<file path="src/rtl/ir_rx_pkg.sv">
package ir_rx_pkg;
  localparam logic [7:0] OFS_CTRL  = 8'h00;
  localparam logic [7:0] OFS_RXCFG = 8'h10;
  localparam logic [7:0] OFS_DATA  = 8'h20;
  localparam logic [7:0] OFS_IEN   = 8'h2C;
  localparam logic [7:0] OFS_STAT  = 8'h30;
  localparam logic [7:0] OFS_SMPL  = 8'h34;

  localparam int B_OVF    = 0;
  localparam int B_PKT    = 1;
  localparam int B_AVL    = 4;
  localparam int FIELD_LO = 8;

  typedef struct packed {
    logic avl;
    logic pkt;
    logic ovf;
  } irq_vec_t;
endpackage

</file>
<file path="src/rtl/ir_rx_byte_fifo.sv">
module ir_rx_byte_fifo #(
  parameter int DEPTH = 16,
  parameter int W     = 8
) (
  input  logic                         clk_i,
  input  logic                         rst_ni,
  input  logic                         flush_i,
  input  logic                         push_i,
  input  logic [W-1:0]                 data_i,
  input  logic                         pop_i,
  output logic [W-1:0]                 data_o,
  output logic [$clog2(DEPTH):0]       count_o,
  output logic                         drop_o
);
  localparam int AW = (DEPTH > 1) ? $clog2(DEPTH) : 1;
  localparam int CW = $clog2(DEPTH) + 1;
  localparam logic [AW-1:0] LAST = AW'(DEPTH - 1);
  localparam logic [CW-1:0] FULL = CW'(DEPTH);

  logic [W-1:0]  mem [DEPTH];
  logic [AW-1:0] wp_q, rp_q;
  logic [CW-1:0] cnt_q;
  logic          empty, full, do_pop, do_push;

  assign empty   = (cnt_q == '0);
  assign full    = (cnt_q == FULL);
  assign do_pop  = pop_i & ~empty;
  assign do_push = push_i & (~full | do_pop);
  assign drop_o  = push_i & full & ~do_pop;
  assign data_o  = empty ? '0 : mem[rp_q];
  assign count_o = cnt_q;

  always_ff @(posedge clk_i or negedge rst_ni) begin
    if (!rst_ni) begin
      wp_q  <= '0;
      rp_q  <= '0;
      cnt_q <= '0;
    end else if (flush_i) begin
      wp_q  <= '0;
      rp_q  <= '0;
      cnt_q <= '0;
    end else begin
      if (do_push) wp_q <= (wp_q == LAST) ? '0 : wp_q + 1'b1;
      if (do_pop)  rp_q <= (rp_q == LAST) ? '0 : rp_q + 1'b1;
      case ({do_push, do_pop})
        2'b10:   cnt_q <= cnt_q + 1'b1;
        2'b01:   cnt_q <= cnt_q - 1'b1;
        default: cnt_q <= cnt_q;
      endcase
    end
  end

  // storage carries no reset; only accepted bytes are written
  always_ff @(posedge clk_i) begin
    if (do_push && !flush_i) mem[wp_q] <= data_i;
  end
endmodule

</file>
<file path="src/rtl/ir_rx_cfg_regs.sv">
module ir_rx_cfg_regs
  import ir_rx_pkg::*;
#(
  parameter int CW = 5
) (
  input  logic          clk_i,
  input  logic          rst_ni,
  input  logic          wr_i,
  input  logic [7:0]    addr_i,
  input  logic [31:0]   wdata_i,
  output logic          gen_o,
  output logic          rxen_o,
  output logic [1:0]    mode_o,
  output logic          invert_o,
  output logic [5:0]    noise_o,
  output logic [7:0]    idle_o,
  output irq_vec_t      ien_o,
  output logic [CW-1:0] level_o
);
  always_ff @(posedge clk_i or negedge rst_ni) begin
    if (!rst_ni) begin
      gen_o    <= 1'b0;
      rxen_o   <= 1'b0;
      mode_o   <= '0;
      invert_o <= 1'b0;
      noise_o  <= '0;
      idle_o   <= '0;
      ien_o    <= '0;
      level_o  <= '0;
    end else if (wr_i) begin
      case (addr_i)
        OFS_CTRL: begin
          gen_o  <= wdata_i[0];
          rxen_o <= wdata_i[1];
          mode_o <= wdata_i[5:4];
        end
        OFS_RXCFG: invert_o <= wdata_i[2];
        OFS_SMPL: begin
          noise_o <= wdata_i[7:2];
          idle_o  <= wdata_i[15:8];
        end
        OFS_IEN: begin
          ien_o.ovf <= wdata_i[B_OVF];
          ien_o.pkt <= wdata_i[B_PKT];
          ien_o.avl <= wdata_i[B_AVL];
          level_o   <= wdata_i[FIELD_LO +: CW];
        end
        default: ;
      endcase
    end
  end
endmodule

</file>
<file path="src/rtl/ir_rx_irq_ctrl.sv">
module ir_rx_irq_ctrl
  import ir_rx_pkg::*;
#(
  parameter int CW = 5
) (
  input  logic          clk_i,
  input  logic          rst_ni,
  input  logic          flush_i,
  input  logic          ovf_evt_i,
  input  logic          pkt_evt_i,
  input  logic [CW-1:0] count_i,
  input  logic [CW-1:0] level_i,
  input  irq_vec_t      clr_i,
  input  irq_vec_t      en_i,
  output irq_vec_t      pend_o,
  output logic          irq_o
);
  irq_vec_t set, pend_q;

  always_comb begin
    set.ovf = ovf_evt_i;
    set.pkt = pkt_evt_i;
    set.avl = (count_i > level_i);
  end

  // a fresh event beats a clear in the same cycle
  always_ff @(posedge clk_i or negedge rst_ni) begin
    if (!rst_ni)      pend_q <= '0;
    else if (flush_i) pend_q <= '0;
    else              pend_q <= (pend_q & ~clr_i) | set;
  end

  assign pend_o = pend_q;
  assign irq_o  = |(pend_q & en_i);
endmodule

</file>
<file path="src/rtl/ir_rx_fifo_regs.sv">
module ir_rx_fifo_regs
  import ir_rx_pkg::*;
#(
  parameter int DEPTH = 16
) (
  input  logic        clk_i,
  input  logic        rst_ni,
  input  logic        push_i,
  input  logic [7:0]  push_data_i,
  input  logic        pkt_end_i,
  input  logic        wr_i,
  input  logic        rd_i,
  input  logic [7:0]  addr_i,
  input  logic [31:0] wdata_i,
  output logic [31:0] rdata_o,
  output logic        irq_o,
  output logic        rx_on_o,
  output logic [1:0]  mode_o,
  output logic        invert_o,
  output logic [5:0]  noise_thr_o,
  output logic [7:0]  idle_thr_o
);
  localparam int CW = $clog2(DEPTH) + 1;

  logic          gen, rxen, acc, flush, pop, drop;
  logic [CW-1:0] fifo_count, level;
  logic [7:0]    head;
  irq_vec_t      ien, pend, clr;

  ir_rx_cfg_regs #(.CW(CW)) u_cfg (
    .clk_i    (clk_i),
    .rst_ni   (rst_ni),
    .wr_i     (wr_i),
    .addr_i   (addr_i),
    .wdata_i  (wdata_i),
    .gen_o    (gen),
    .rxen_o   (rxen),
    .mode_o   (mode_o),
    .invert_o (invert_o),
    .noise_o  (noise_thr_o),
    .idle_o   (idle_thr_o),
    .ien_o    (ien),
    .level_o  (level)
  );

  assign acc     = gen & rxen;
  assign flush   = ~gen;
  assign rx_on_o = acc;
  assign pop     = rd_i && (addr_i == OFS_DATA);

  always_comb begin
    clr     = '0;
    if (wr_i && addr_i == OFS_STAT) begin
      clr.ovf = wdata_i[B_OVF];
      clr.pkt = wdata_i[B_PKT];
      clr.avl = wdata_i[B_AVL];
    end
  end

  ir_rx_byte_fifo #(.DEPTH(DEPTH), .W(8)) u_fifo (
    .clk_i   (clk_i),
    .rst_ni  (rst_ni),
    .flush_i (flush),
    .push_i  (push_i & acc),
    .data_i  (push_data_i),
    .pop_i   (pop),
    .data_o  (head),
    .count_o (fifo_count),
    .drop_o  (drop)
  );

  ir_rx_irq_ctrl #(.CW(CW)) u_irq (
    .clk_i     (clk_i),
    .rst_ni    (rst_ni),
    .flush_i   (flush),
    .ovf_evt_i (drop),
    .pkt_evt_i (pkt_end_i & acc),
    .count_i   (fifo_count),
    .level_i   (level),
    .clr_i     (clr),
    .en_i      (ien),
    .pend_o    (pend),
    .irq_o     (irq_o)
  );

  always_comb begin
    rdata_o = '0;
    case (addr_i)
      OFS_CTRL: begin
        rdata_o[0]   = gen;
        rdata_o[1]   = rxen;
        rdata_o[5:4] = mode_o;
      end
      OFS_RXCFG: rdata_o[2] = invert_o;
      OFS_DATA:  rdata_o[7:0] = head;
      OFS_IEN: begin
        rdata_o[B_OVF]         = ien.ovf;
        rdata_o[B_PKT]         = ien.pkt;
        rdata_o[B_AVL]         = ien.avl;
        rdata_o[FIELD_LO +: CW] = level;
      end
      OFS_STAT: begin
        rdata_o[B_OVF]         = pend.ovf;
        rdata_o[B_PKT]         = pend.pkt;
        rdata_o[B_AVL]         = pend.avl;
        rdata_o[FIELD_LO +: CW] = fifo_count;
      end
      OFS_SMPL: begin
        rdata_o[7:2]  = noise_thr_o;
        rdata_o[15:8] = idle_thr_o;
      end
      default: rdata_o = '0;
    endcase
  end
endmodule

</file>
<file path="config.mk">
export PLATFORM = sky130hd
export DESIGN_NAME = ir_rx_fifo_regs
export DESIGN_NICKNAME = d
export VERILOG_FILES = /design/src/rtl/ir_rx_pkg.sv /design/src/rtl/ir_rx_byte_fifo.sv /design/src/rtl/ir_rx_cfg_regs.sv /design/src/rtl/ir_rx_irq_ctrl.sv /design/src/rtl/ir_rx_fifo_regs.sv
export SDC_FILE = /design/constraint.sdc
export NUM_CORES = 1
export LEC_CHECK = 0
export ABC_AREA = 1
export CAP_MARGIN = 30
export CORE_UTILIZATION = 60
export DETAILED_ROUTE_END_ITERATION = 10
export DONT_BUFFER_PORTS = 1
export HOLD_SLACK_MARGIN = 0.05
export PLACE_DENSITY = 0.83
export REMOVE_ABC_BUFFERS = 1
export SYNTH_ARGS = -nofsm -noshare
export SYNTH_HDL_FRONTEND = slang
export SYNTH_SLANG_ARGS = --single-unit
</file>
<file path="constraint.sdc">
create_clock -name clk_i -period 3.4 [get_ports clk_i]
set_input_delay 0.51 -clock clk_i [delete_from_list [all_inputs] [get_ports clk_i]]
set_output_delay 0.51 -clock clk_i [all_outputs]
set_load 0.01 [all_outputs]
</file>
Word-level counts from Yosys, hierarchy flattened
Memory sizes are Yosys's and may differ from the RTL's.
Index checks and enable logic that the tools add are counted.
{"block": "totals", "reg_bits": 43, "latch_bits": 0, "ram_bits": 128, "mem_bits_ro": 0, "in_bits": 54, "output_inout_bits": 51, "word_cells": 81, "n_memories": 1}
{"name": "u_fifo.mem", "depth": 16, "width": 8, "rd": 1, "rd_ports_with_merged_regs": 0, "write_ports": 1, "line_no": "ir_rx_byte_fifo.sv:20", "text": "logic [W-1:0] mem [DEPTH];"}
{"block": "op_classes", "add_sub_neg": 4, "multipliers": 0, "n_div": 0, "order_cmp": 1, "n_eq_ne": 13, "n_shift": 0, "mux": 21, "n_bitwise": 15, "n_reduce_logical": 10}
{"cell": "$eq 8x6->1 const B", "count": 4}
{"cell": "$mux 4", "count": 6}
{"cell": "$pmux 5 s3", "count": 1}
{"cell": "$pmux 5 s2", "count": 1}
{"cell": "$mux 3", "count": 3}
{"cell": "$add 4x1->4 const B", "count": 2}
{"cell": "$eq 4x4->1 const B", "count": 2}
{"cell": "$eq 8x5->1 const B", "count": 1}
{"cell": "$logic_not 8->1", "count": 1}
{"cell": "$mux 8", "count": 1}
{"cell": "$pmux 2 s4", "count": 1}
{"cell": "$reduce_and 2->1", "count": 4}
{"cell": "$and 1x1->1", "count": 7}
{"cell": "$and 3x3->3", "count": 2}
{"cell": "$pmux 1 s3", "count": 2}
{"cell": "$add 5x1->5 const B", "count": 1}
{"cell": "$eq 5x5->1 const B", "count": 1}
{"cell": "$gt 5x5->1", "count": 1}
{"cell": "$logic_not 5->1", "count": 1}
{"cell": "$mux 5", "count": 1}
{"cell": "$pmux 1 s5", "count": 1}
{"cell": "$sub 5x1->5 const B", "count": 1}
{"cell": "$ne 2x1->1 const B", "count": 2}
{"cell": "$pmux 2 s2", "count": 1}
{"cell": "11 further kinds", "count": 16}

Depth between registers and ports, before layout
Gate-level depths: netlist of run 1.
{"block": "depth", "ltp_word": 8, "depth_mapped": 16}

By module
A second synthesis of run 1 with hierarchy kept.
{"block": "unflattened", "cells_unflattened": 789, "hier_area_um2": 8182.8}
{"mod": "ir_rx_byte_fifo", "n_inst": 1, "cells_each": 486, "area_each_um2": 6019.5, "seq_area_each_um2": 4169.0}
{"mod": "ir_rx_cfg_regs", "n_inst": 1, "cells_each": 138, "area_each_um2": 1232.4, "seq_area_each_um2": 675.6}
{"mod": "ir_rx_fifo_regs", "n_inst": 1, "cells_each": 125, "area_each_um2": 659.4, "seq_area_each_um2": 0.0}
{"mod": "ir_rx_irq_ctrl", "n_inst": 1, "cells_each": 40, "area_each_um2": 271.5, "seq_area_each_um2": 75.1}

Least setup slack after synthesis of run 1
OpenSTA, ideal clock, no wires.
{"block": "synth_path", "kind": "input to register", "start": "input addr_i[1]", "end": "memory u_fifo.mem[0][0], enable pin", "setup_time_ps": 370, "t_arrival_ps": 1788, "path_slack_ps": 1242, "path_stages": 9, "n_path_buf": 0, "cell_sequence": "nor2_2 > nand2_1 > nor2_2 > nand3_2 > nand2_1 > nand2_2 > inv_1 > nand2_1 > nor2_1"}
{"block": "synth_between", "elab_chain_cells": 8}
{"element": "start, declared", "line_no": "ir_rx_fifo_regs.sv:13", "text": "input logic [7:0] addr_i,"}
{"element": "$eq 8x6->1", "line_no": "ir_rx_fifo_regs.sv:49", "text": "assign pop = rd_i && (addr_i == OFS_DATA);"}
{"element": "$logic_and 1x1->1", "line_no": "ir_rx_fifo_regs.sv:49"}
{"element": "$and 1x1->1", "line_no": "ir_rx_byte_fifo.sv:27", "text": "assign do_pop = pop_i & ~empty;"}
{"element": "$or 1x1->1", "line_no": "ir_rx_byte_fifo.sv:28", "text": "assign do_push = push_i & (~full | do_pop);"}
{"element": "$and 1x1->1", "line_no": "ir_rx_byte_fifo.sv:28"}
{"element": "$logic_and 1x1->1", "line_no": "ir_rx_byte_fifo.sv:55", "text": "if (do_push && !flush_i) mem[wp_q] <= data_i;"}
{"element": "$mux 1", "line_no": "ir_rx_byte_fifo.sv:55"}
{"element": "$mux 1 (implied by the code)", "line_no": "ir_rx_byte_fifo.sv:55"}
{"element": "end, declared", "line_no": "ir_rx_byte_fifo.sv:20"}
Every way passes these cells.

Worst setup path after layout of run 1
{"block": "layout_path", "start": "register u_fifo.rp_q[0]", "end": "output rdata_o[2]"}
{"block": "layout_between", "elab_chain_cells": 3}
{"element": "start, declared", "line_no": "ir_rx_byte_fifo.sv:21", "text": "logic [AW-1:0] wp_q, rp_q;"}
{"element": "start signal, assigned", "line_no": "ir_rx_byte_fifo.sv:44", "text": "if (do_pop) rp_q <= (rp_q == LAST) ? '0 : rp_q + 1'b1;"}
{"element": "$mem_v2 16x8"}
{"element": "$mux 8", "line_no": "ir_rx_byte_fifo.sv:30", "text": "assign data_o = empty ? '0 : mem[rp_q];"}
{"element": "$pmux 1 s3", "line_no": "ir_rx_fifo_regs.sv:88", "text": "case (addr_i)"}
{"element": "end, declared", "line_no": "ir_rx_fifo_regs.sv:15", "text": "output logic [31:0] rdata_o,"}
Every way passes these cells.

==> results of run 1 <==
==> cell type report <==
type | count | area share
sequential | 171 | 0.5845
clock inverter | 6 | 0.003864
inverter | 55 | 0.02452
clock buffer | 26 | 0.06301
tap | 168 | 0.02497
multi-input combinational | 462 | 0.2825
timing repair buffer | 15 | 0.01664
==> metrics by stage <==
stage | utilization | cell area, um2
2_1_floorplan | - | 7505
3_3_place_gp | 0.6383 | 7826
3_5_place_dp | 0.6383 | 7826
4_1_cts | 0.6866 | 8419
5_1_grt | 0.6866 | 8419
6_report | 0.6866 | 8419
==> cells by family (layout without fill, tap and decap cells) <==
group / count (synthesis) / count (layout) / share of synthesized area
other cells: 1 / 16 / 0.0004885
compound gates: 130 / 130 / 0.1042
fa+ha+maj: 12 / 12 / 0.01956
mux: 15 / 15 / 0.02005
simple gates: 286 / 286 / 0.1548
buf+inv: 97 / 102 / 0.05656
xor+xnor: 3 / 3 / 0.003424
flops: 171 / 171 / 0.6409
==> registers in the layout, summed over array words and instances (netlist names), 2 cells and up <==
register	count
u_fifo.mem	128
u_cfg.idle_o	8
u_cfg.noise_o	6
u_cfg.level_o	5
u_fifo.count_o	5
u_fifo.rp_q	4
u_fifo.wp_q	4
u_cfg.ien_o	3
u_irq.pend_o	3
u_cfg.mode_o	2
==> metal layers <==
| layer | vias up | track usage | share of wire |
|---|---|---|---|
| met2 | 276 | 0.4558 | 0.50 |
| li1 | 2484 | - | - |
| met5 | - | 0 | 0 |
| met3 | 64 | 0.06747 | 0.075 |
| met1 | 2585 | 0.3254 | 0.39 |
| met4 | 0 | 0.1576 | 0.044 |
==> report_power, final <==
group | switching, mW | internal, mW
clock network | 0.739 | 1.07
logic | 0.0512 | 0.0226
registers | 0.0216 | 2.26
total | 0.812 | 3.36
==> worst max-delay path by stage <==
stage          slack, ns         end            from
5_1_grt             0.09  rdata_o[2]  u_fifo.rp_q[0]
2_1_floorplan       0.16  rdata_o[5]  u_fifo.rp_q[0]
3_5_place_dp        0.69  rdata_o[2]  u_fifo.rp_q[0]
6_report            0.24  rdata_o[2]  u_fifo.rp_q[0]
4_1_cts             0.25  rdata_o[2]  u_fifo.rp_q[0]
3_3_place_gp        0.76  rdata_o[2]  u_fifo.rp_q[0]
==> cell usage after synthesis (5+ instances only) <==
library cell / instances / area [um2]
a21oi_1: 13 / 65.06
buf_2: 8 / 40.04
buf_4: 16 / 120.1
clkbuf_1: 18 / 67.56
dfrtp_1: 43 / 1076
edfxtp_1: 128 / 3844
ha_1: 12 / 150.1
inv_1: 49 / 183.9
mux2i_1: 12 / 120.1
nand2_1: 125 / 469.2
nand3_1: 31 / 155.2
nand4_1: 5 / 31.28
nor2_1: 110 / 412.9
o211ai_1: 8 / 60.06
o21ai_0: 63 / 315.3
o21ai_1: 9 / 45.04
o221ai_1: 13 / 113.9
o32ai_1: 14 / 122.6
==> critical path: stages (launching register included) <==
cell and delay (ns):
dfrtp_2 0.63, inv_2 0.38, buf_12 0.25, nor2_1 0.07, o32ai_1 0.33, nand2_1 0.09, nand2_1 0.08, inv_1 0.04
nand2_1 0.08, nand2_1 0.09, nand3_1 0.17
==> run_results.csv, run 1 <==
group,metric,value,unit
outcome,outcome,"completed",
critical_path,crit_required,2.89,ns
placed_design,dp_hpwl,11.26,mm
synth,ys_ff_latch,171,
sta,slew_headroom,0.4108,
cells_and_area,layout-drive-gt1-share,0.08571,
synth,yosysSeqAreaShare,0.6409,
sta,finalWorstSetupSlack,0.2351,ns
floorplan,fp.dieH,115.1,um
drt,dr.pass1.iters,5,
critical_path,reg2reg_to,"u_fifo.mem[3][7]",
sta,max_freq,316.0,MHz
run,cap_viol_max_count,0,
global_route,grt_pass1_vias,5304,
sta,finalCritPeriodShare,0.9308,
global_route,antenna_found_initial,0,
sta,drv_slew,0,
clock_tree,cts_hold_buf,2,
power_and_ir_drop,p_leak,3.176,nW
clock_tree,cts-buffers-inserted,17,
global_route,grt_usage,0.2732,
clock_tree,cts_tree,"yes",
hold_path,hold_class,"primary input to flop",
synth,ys.flop_type,"edfxtp_1",
hold_path,holdCritStartpoint,"push_data_i[6]",
sta,worstMarginPinSlew,0.8790,ns
clock_tree,htreeDepth,4,
critical_path,start_kind,"flop",
cells_and_area,nFillCells,833,
power_and_ir_drop,ir_drop,0.2606,mV
clock_tree,cts_resized,0,
synth,avgSynthCellArea,10.74,um2
cells_and_area,num_antenna_cells,0,
clock_tree,insertion_delay,0.43,ns
sta,rsz0062_at_grt,"false",
synth,synthDistinctLibCells,37,
drt,wl_per_cell,18.53,um
power_and_ir_drop,power_density,495.1,nW/um2
critical_path,r2r_cells,8,
cells_and_area,nets,788,
drt,drt-initial-drc-count,639,
floorplan,dieWidth,115.1,um
floorplan,fp-row-count,40,
floorplan,ioPinCount,105,
clock_tree,clk_pin_slew_worst_paths,0.06,ns
synth,synthArstFlopShare,0.2515,
floorplan,coreArea,12260,um2
global_route,grt_pass1_wl,26.50,mm
drt,routed_wl,16.73,mm
cells_and_area,final_cell_count_no_fill,903,
floorplan,initial_core_util,0.6260,
cells_and_area,regArea,4921,um2
hold_path,whs_path_depth,0,
floorplan,die_area,13250,um2
synth,synthCells,715,
sta,skew,0.005617,ns
drt,routed_via_density,5.990,
synth,netlist_area,7676,um2
synth,synth_edf_count,128,
drt,drc,0,
clock_tree,clock_sinks,171,
clock_tree,clk_path_buf_depth,2,
critical_path,cp_max_fo,36,
critical_path,r2r_slack,0.76,ns
placed_design,gp_congestion,0.9285,
global_route,grt-ovfl-total,0,
critical_path,worst_ep_arrival_time,2.65,ns
cells_and_area,most-common-layout-cells,"edfxtp_1, nand2_1, nor2_1",
synth,ys_warn_count,0,
drt,ant_nets,0,
cells_and_area,final_common_cell,"edfxtp_1",
global_route,grt_start_max_net_pins,66,
critical_path,r2r_start,"u_cfg.gen_o",
sta,setup_tns,0,ns
power_and_ir_drop,total_power,4.168,mW
sta,hold_ws,0.1763,ns
sta,hold_viol_final,0,
critical_path,worstSetupPathType,"flop to output port",
cells_and_area,multiInputGateArea,2379,um2
cells_and_area,areaGrowthSynthToFinish,9.682,%
clock_tree,postCtsSetupRepairBufs,0,
critical_path,worst_setup_path_end_kind,"output port",
placed_design,dp_cells,869,
sta,setup_viol,0,
sta,fin_crit,3.165,ns
clock_tree,cts_root_buf,"clkbuf_16",
hold_path,whs_endpoint,"u_fifo.mem[14][6]",
placed_design,dp_slack,0.6930,ns
placed_design,portBuffers,0,
drt,vias,5409,
No activity file was read; power rests on OpenSTA's default activity.
==> run 2: changes to the inputs <==
SYNTH_HIERARCHICAL = 1   (was not set)
==> run_results.csv, run 2 <==
group,metric,value,unit
outcome,outcome,"completed",
power_and_ir_drop,ir_drop,0.7508,mV
critical_path,worst_ep_arrival_time,2.57,ns
power_and_ir_drop,p_leak,3.724,nW
sta,fin_crit,3.075,ns
placed_design,gp_congestion,0.9118,
synth,ys_ff_latch,171,
global_route,grt_pass1_vias,5846,
floorplan,initial_core_util,0.6155,
synth,avgSynthCellArea,10.37,um2
critical_path,crit_start,"u_fifo/rp_q[0]",
synth,synth_top_area_cell,"edfxtp_1",
synth,synthDistinctLibCells,38,
synth,synthAdderAreaFrac,0.01835,
sta,drv_slew,0,
floorplan,coreArea,13300,um2
global_route,grt_start_max_net_pins,66,
placed_design,dp_slack,0.7236,ns
floorplan,die_area,14110,um2
sta,finalWorstSetupSlack,0.3246,ns
placed_design,portBuffers,0,
cells_and_area,final_common_cell,"nand2_1",
synth,synth_compound_area_frac,0.08654,
cells_and_area,areaGrowthSynthToFinish,9.664,%
cells_and_area,largest_reg_flops,128,
sta,setup_viol,0,
synth,synth-xor-area-share,0.003211,
critical_path,worst_setup_path_end_kind,"output port",
critical_path,cp_max_fo,65,
synth,synthTopCellsByArea,"edfxtp_1, dfrtp_1, nand2_1, nand3_1, nor2_1",
drt,routed_via_density,6.022,
synth,synthSimpleGateAreaFrac,0.2087,
drt,ant_nets,0,
floorplan,fp-row-count,42,
synth,synth_edf_count,128,
drt,wl_per_cell,19.02,um
cells_and_area,most-common-layout-cells,"nand2_1, edfxtp_1, nand3_1",
sta,skew,0.006918,ns
floorplan,dieWidth,118.8,um
power_and_ir_drop,power_density,595.4,nW/um2
critical_path,start_kind,"flop",
synth,synth.most_common_cell,"nand2_1",
clock_tree,cts_root_buf,"clkbuf_16",
cells_and_area,layout-drive-gt1-share,0.1315,
clock_tree,htreeDepth,4,
floorplan,fp.dieH,118.8,um
critical_path,crit_required,2.89,ns
drt,drt-initial-drc-count,680,
global_route,grt_pass1_wl,29.75,mm
sta,rsz0062_at_grt,"false",
synth,ys.flop_type,"edfxtp_1",
critical_path,r2r_start,"u_fifo/count_o[0]",
synth,ys_top_cells_by_count,"nand2_1, edfxtp_1, nand3_1",
drt,dr.pass1.iters,5,
sta,finalCritPeriodShare,0.9045,
clock_tree,clk_pin_slew_worst_paths,0.07,ns
global_route,grt_usage,0.2797,
hold_path,hold_class,"primary input to flop",
cells_and_area,fin_util,0.6749,
synth,netlist_area,8183,um2
synth,synth_top_family_by_area,"simple AND/OR/NAND/NOR gates",
synth,yosysTopAreaCellShare,0.4697,
global_route,antenna_found_initial,0,
sta,max_freq,325.2,MHz
synth,yosysSeqAreaShare,0.6012,
global_route,gr-usage-met1,0.3482,
placed_design,dp_hpwl,12.43,mm
global_route,gr-max-usage-layer,"met2",
sta,worstMarginPinSlew,0.5730,ns
synth,ys_warn_count,6,
synth,synth_mux_area_frac,0.01835,
clock_tree,insertion_delay,0.43,ns
global_route,grt_use_met3,0.05550,
clock_tree,cts-buffers-inserted,17,
clock_tree,clk_path_buf_depth,2,
critical_path,worstSetupPathType,"flop to output port",
synth,synthArstFlopShare,0.2515,
global_route,met2_usage,0.4806,
floorplan,ioPinCount,105,
cells_and_area,nets,874,
cells_and_area,num_antenna_cells,0,
synth,synthCells,789,
cells_and_area,reg_top3,"u_fifo/mem x128, u_cfg/idle_o x8, u_cfg/noise_o x6",
drt,routed_wl,18.96,mm
sta,hold_ws,0.1748,ns
global_route,grt-ovfl-total,0,
sta,hold_viol_final,0,
hold_path,holdCritStartpoint,"push_data_i[4]",
clock_tree,clock_sinks,171,
drt,drc,0,
clock_tree,cts_tree,"yes",
cells_and_area,regMostFlops,"u_fifo/mem",
drt,vias,6004,
run,cap_viol_max_count,0,
sta,slew_headroom,0.6176,
==> run 2: cell types whose count changed in the layout (fill, tap and decap cells not counted), sizes merged, moves of 14 or more <==
| cell | before | now |
|---|---|---|
| nand2 | 129 | 199 |
| nand3 | 33 | 74 |
| nor2 | 113 | 83 |
| o21ai | 73 | 42 |
| o22ai | 4 | 18 |
| o32ai | 14 | 0 |
==> run 2: routing by layer <==
metal / share of wire / vias up
met1: 0.38 / 2916
met3: 0.076 / 37
met2: 0.52 / 330
met5: 0 / -
li1: - / 2721
met4: 0.023 / 0
==> run 2: kinds of logic (layout without fill, tap and decap cells) <==
family / count (synthesis) / count (layout)
DFF: 171 / 171
muxes: 15 / 15
AOI/OAI and AO/OA: 115 / 115
xor gates and xnor gates: 3 / 3
and+or+nand+nor: 370 / 370
buffers and inverters: 102 / 119
adders and majority gates: 12 / 12
other: 1 / 16
==> run 2: power breakdown <==
group          leakage, nW  internal [mW]  switching (mW)
clock                0.285           1.02           0.836
sequential            1.71           2.44           0.143
combinational         1.73          0.288           0.609
==> run 2: metrics by stage <==
stage	power [mW]	area, um2	instances	TNS, ns
global route	5.555	8974	997	0
detailed placement	3.474	8367	963	0
finish	5.343	8974	997	0
floorplan	3.204	7960	764	-5.351
global placement	3.411	8367	963	0
CTS	5.336	8966	997	0
==> run 2: layout make-up <==
class	count	area (um2)
Clock inverter	15	136.4
Timing Repair Buffer	25	226.5
Multi-Input combinational cell	531	2803
Tap cell	176	220.2
Fill cell	963	4322
Sequential cell	171	4921
Inverter	62	241.5
Clock buffer	17	425.4
==> run 2: path summary, 6_finish.rpt <==
path | end | slack [ns] | depth (start not counted)
worst max-delay path | rdata_o[1] | 0.32 | 9
worst min-delay path | u_fifo/mem[14][4] | 0.17 | 0
worst max register to register | u_fifo/count_o[4] | 1.10 | 11
worst min register to register | u_cfg/ien_o[1] | 0.51 | 2
max in group asynchronous | u_fifo/rp_q[0] | 2.59 | 2
min in group asynchronous | u_cfg/level_o[2] | 0.60 | 2
==> run 2: timing repair <==
action	CTS	global route
hold buffers	2	0
gates resized for setup	0	2
buffers inserted	0	0
endpoints found under the setup margin	0	1
hold endpoints to repair	43	0
==> run 2: critical path: stages, from the launching register on <==
cell and delay [ns]:
dfrtp_2 0.39, buf_6 0.44, o21ai_0 0.21, o22ai_1 0.29, nand2_1 0.10, o211ai_1 0.17, nand2_1 0.10, a21oi_1 0.13
nand2_1 0.09, nand4_1 0.20
==> run 3: changes to the inputs <==
RECOVER_POWER = 25   (was not set)
clock period = 3.9 ns   (was 3.4 ns; I/O delays follow)
==> run_results.csv, run 3 (synthesis results as in run 2) <==
group,metric,value,unit
sta,drv_slew,0,
drt,drt-initial-drc-count,722,
critical_path,cp_max_fo,65,
sta,slew_headroom,0.4929,
placed_design,dp_hpwl,12.21,mm
run,cap_viol_max_count,0,
critical_path,worstSetupPathType,"flop to output port",
floorplan,initial_core_util,0.6155,
placed_design,portBuffers,0,
floorplan,coreArea,13300,um2
clock_tree,cts_tree,"yes",
cells_and_area,areaGrowthSynthToFinish,8.272,%
global_route,grt_pass1_vias,5898,
sta,finalCritPeriodShare,0.8646,
sta,fin_crit,3.372,ns
outcome,outcome,"completed",
cells_and_area,reg_top3,"u_fifo/mem x128, u_cfg/idle_o x8, u_cfg/noise_o x6",
critical_path,start_kind,"flop",
sta,hold_viol_final,0,
hold_path,hold_class,"primary input to flop",
sta,hold_ws,0.2470,ns
global_route,antenna_found_initial,1,
clock_tree,clk_pin_slew_worst_paths,0.07,ns
drt,routed_via_density,5.983,
sta,setup_tns,0,ns
global_route,grt_pass1_wl,28.97,mm
drt,dr.pass1.iters,9,
floorplan,dieWidth,118.8,um
drt,routed_wl,18.23,mm
clock_tree,insertion_delay,0.43,ns
clock_tree,cts_root_buf,"clkbuf_16",
cells_and_area,multiInputGateArea,2803,um2
cells_and_area,nets,862,
global_route,grt-ovfl-total,0,
floorplan,die_area,14110,um2
clock_tree,cts-buffers-inserted,17,
power_and_ir_drop,p_leak,3.643,nW
clock_tree,clock_sinks,171,
critical_path,cpPeakStageDelay,0.59,ns
floorplan,fp.dieH,118.8,um
critical_path,crit_buf_inv,1,
global_route,grt_usage,0.2711,
power_and_ir_drop,power_density,517.2,nW/um2
drt,drc,0,
cells_and_area,nFillCells,950,
critical_path,worst_ep_arrival_time,2.79,ns
sta,finalWorstSetupSlack,0.5282,ns
floorplan,ioPinCount,105,
sta,skew,0.009441,ns
sta,max_freq,296.6,MHz
sta,setup_viol,0,
drt,wl_per_cell,18.49,um
critical_path,cp_common_cell,"nand2_1",
cells_and_area,layout-drive-gt1-share,0.1174,
cells_and_area,final_common_cell,"nand2_1",
power_and_ir_drop,ir_drop,0.4915,mV
critical_path,worst_setup_path_end_kind,"output port",
sta,rsz0062_at_grt,"false",
drt,vias,5899,
sta,worstMarginPinSlew,0.7607,ns
critical_path,cpMaxStageDelayCell,"buf_4",
critical_path,crit_required,3.31,ns
clock_tree,clk_path_buf_depth,2,
floorplan,fp-row-count,42,
cells_and_area,most-common-layout-cells,"nand2_1, edfxtp_1, nand3_1",
cells_and_area,regMostFlops,"u_fifo/mem",
critical_path,path_cells,"buf_4, o21ai_0, o22ai_1, nand2_1, o211ai_1, nand2_1, a21oi_1, nand3_1, nand2_1, nor2_1, nand2_1",
placed_design,dp_slack,0.7911,ns
global_route,grt_start_max_net_pins,66,
drt,ant_nets,0,
cells_and_area,regArea,4921,um2
cells_and_area,largest_reg_flops,128,
clock_tree,htreeDepth,4,
placed_design,gp_congestion,0.9115,
critical_path,crit_family,"compound AO/OA/AOI/OAI gates",
-- run 3: cell count changes in the layout (fill, tap and decap cells not counted), sizes merged --
cell,delta
bufinv,-1
diode,+1
buf,-12
clkinv,+1
-- run 3: worst paths after layout --
kind                       slack (ns)  depth (start not counted)              from           endpoint
max                              0.53                         11    u_fifo/rp_q[0]         rdata_o[4]
min                              0.25                          0    push_data_i[4]  u_fifo/mem[10][4]
max reg2reg                      1.22                          8       u_cfg/gen_o   u_fifo/mem[9][2]
min reg2reg                      0.51                          2  u_cfg/level_o[0]   u_cfg/level_o[0]
max in group asynchronous        3.01                          2            rst_ni     u_fifo/rp_q[0]
min in group asynchronous        0.66                          2            rst_ni  u_fifo/count_o[0]
-- run 3: final cells by class --
type	instances	area share
well taps	176	0.02486
flip-flops and latches	171	0.5554
multi-input cells	531	0.3163
inverters	62	0.02683
clock inverters	15	0.01469
diodes	1	0.0002824
repair buffers	13	0.01356
clock buffers	17	0.04802
-- run 3: timing repair --
action,4_1_cts,5_1_grt
hold endpoints to repair,43,0
resized for setup,0,0
setup buffers,0,0
hold buffers,2,0
-- run 3: metrics by stage --
stage | std cells | cell area (um2) | util | total power [mW]
2_1_floorplan | 764 | 7960 | - | 2.793
3_3_place_gp | 951 | 8264 | 0.6216 | 2.958
3_5_place_dp | 951 | 8264 | 0.6216 | 3.017
4_1_cts | 985 | 8857 | 0.6662 | 4.587
5_1_grt | 986 | 8860 | 0.6664 | 4.783
6_report | 986 | 8860 | 0.6664 | 4.582
-- run 3: report_power, final --
| part | internal [mW] | switching (mW) |
|---|---|---|
| Clock | 0.835 | 0.730 |
| Combinational | 0.238 | 0.526 |
| Sequential | 2.13 | 0.123 |
-- run 3: metal layers --
layer | track usage | part of all wire | wire length, um | vias up
met1 | 0.3220 | 0.38 | 6939 | 2827
met4 | 0.1282 | 0.029 | 524 | 0
met2 | 0.4543 | 0.51 | 9308 | 319
met5 | 0 | 0 | 0 | -
met3 | 0.07722 | 0.080 | 1461 | 48
li1 | - | - | - | 2705
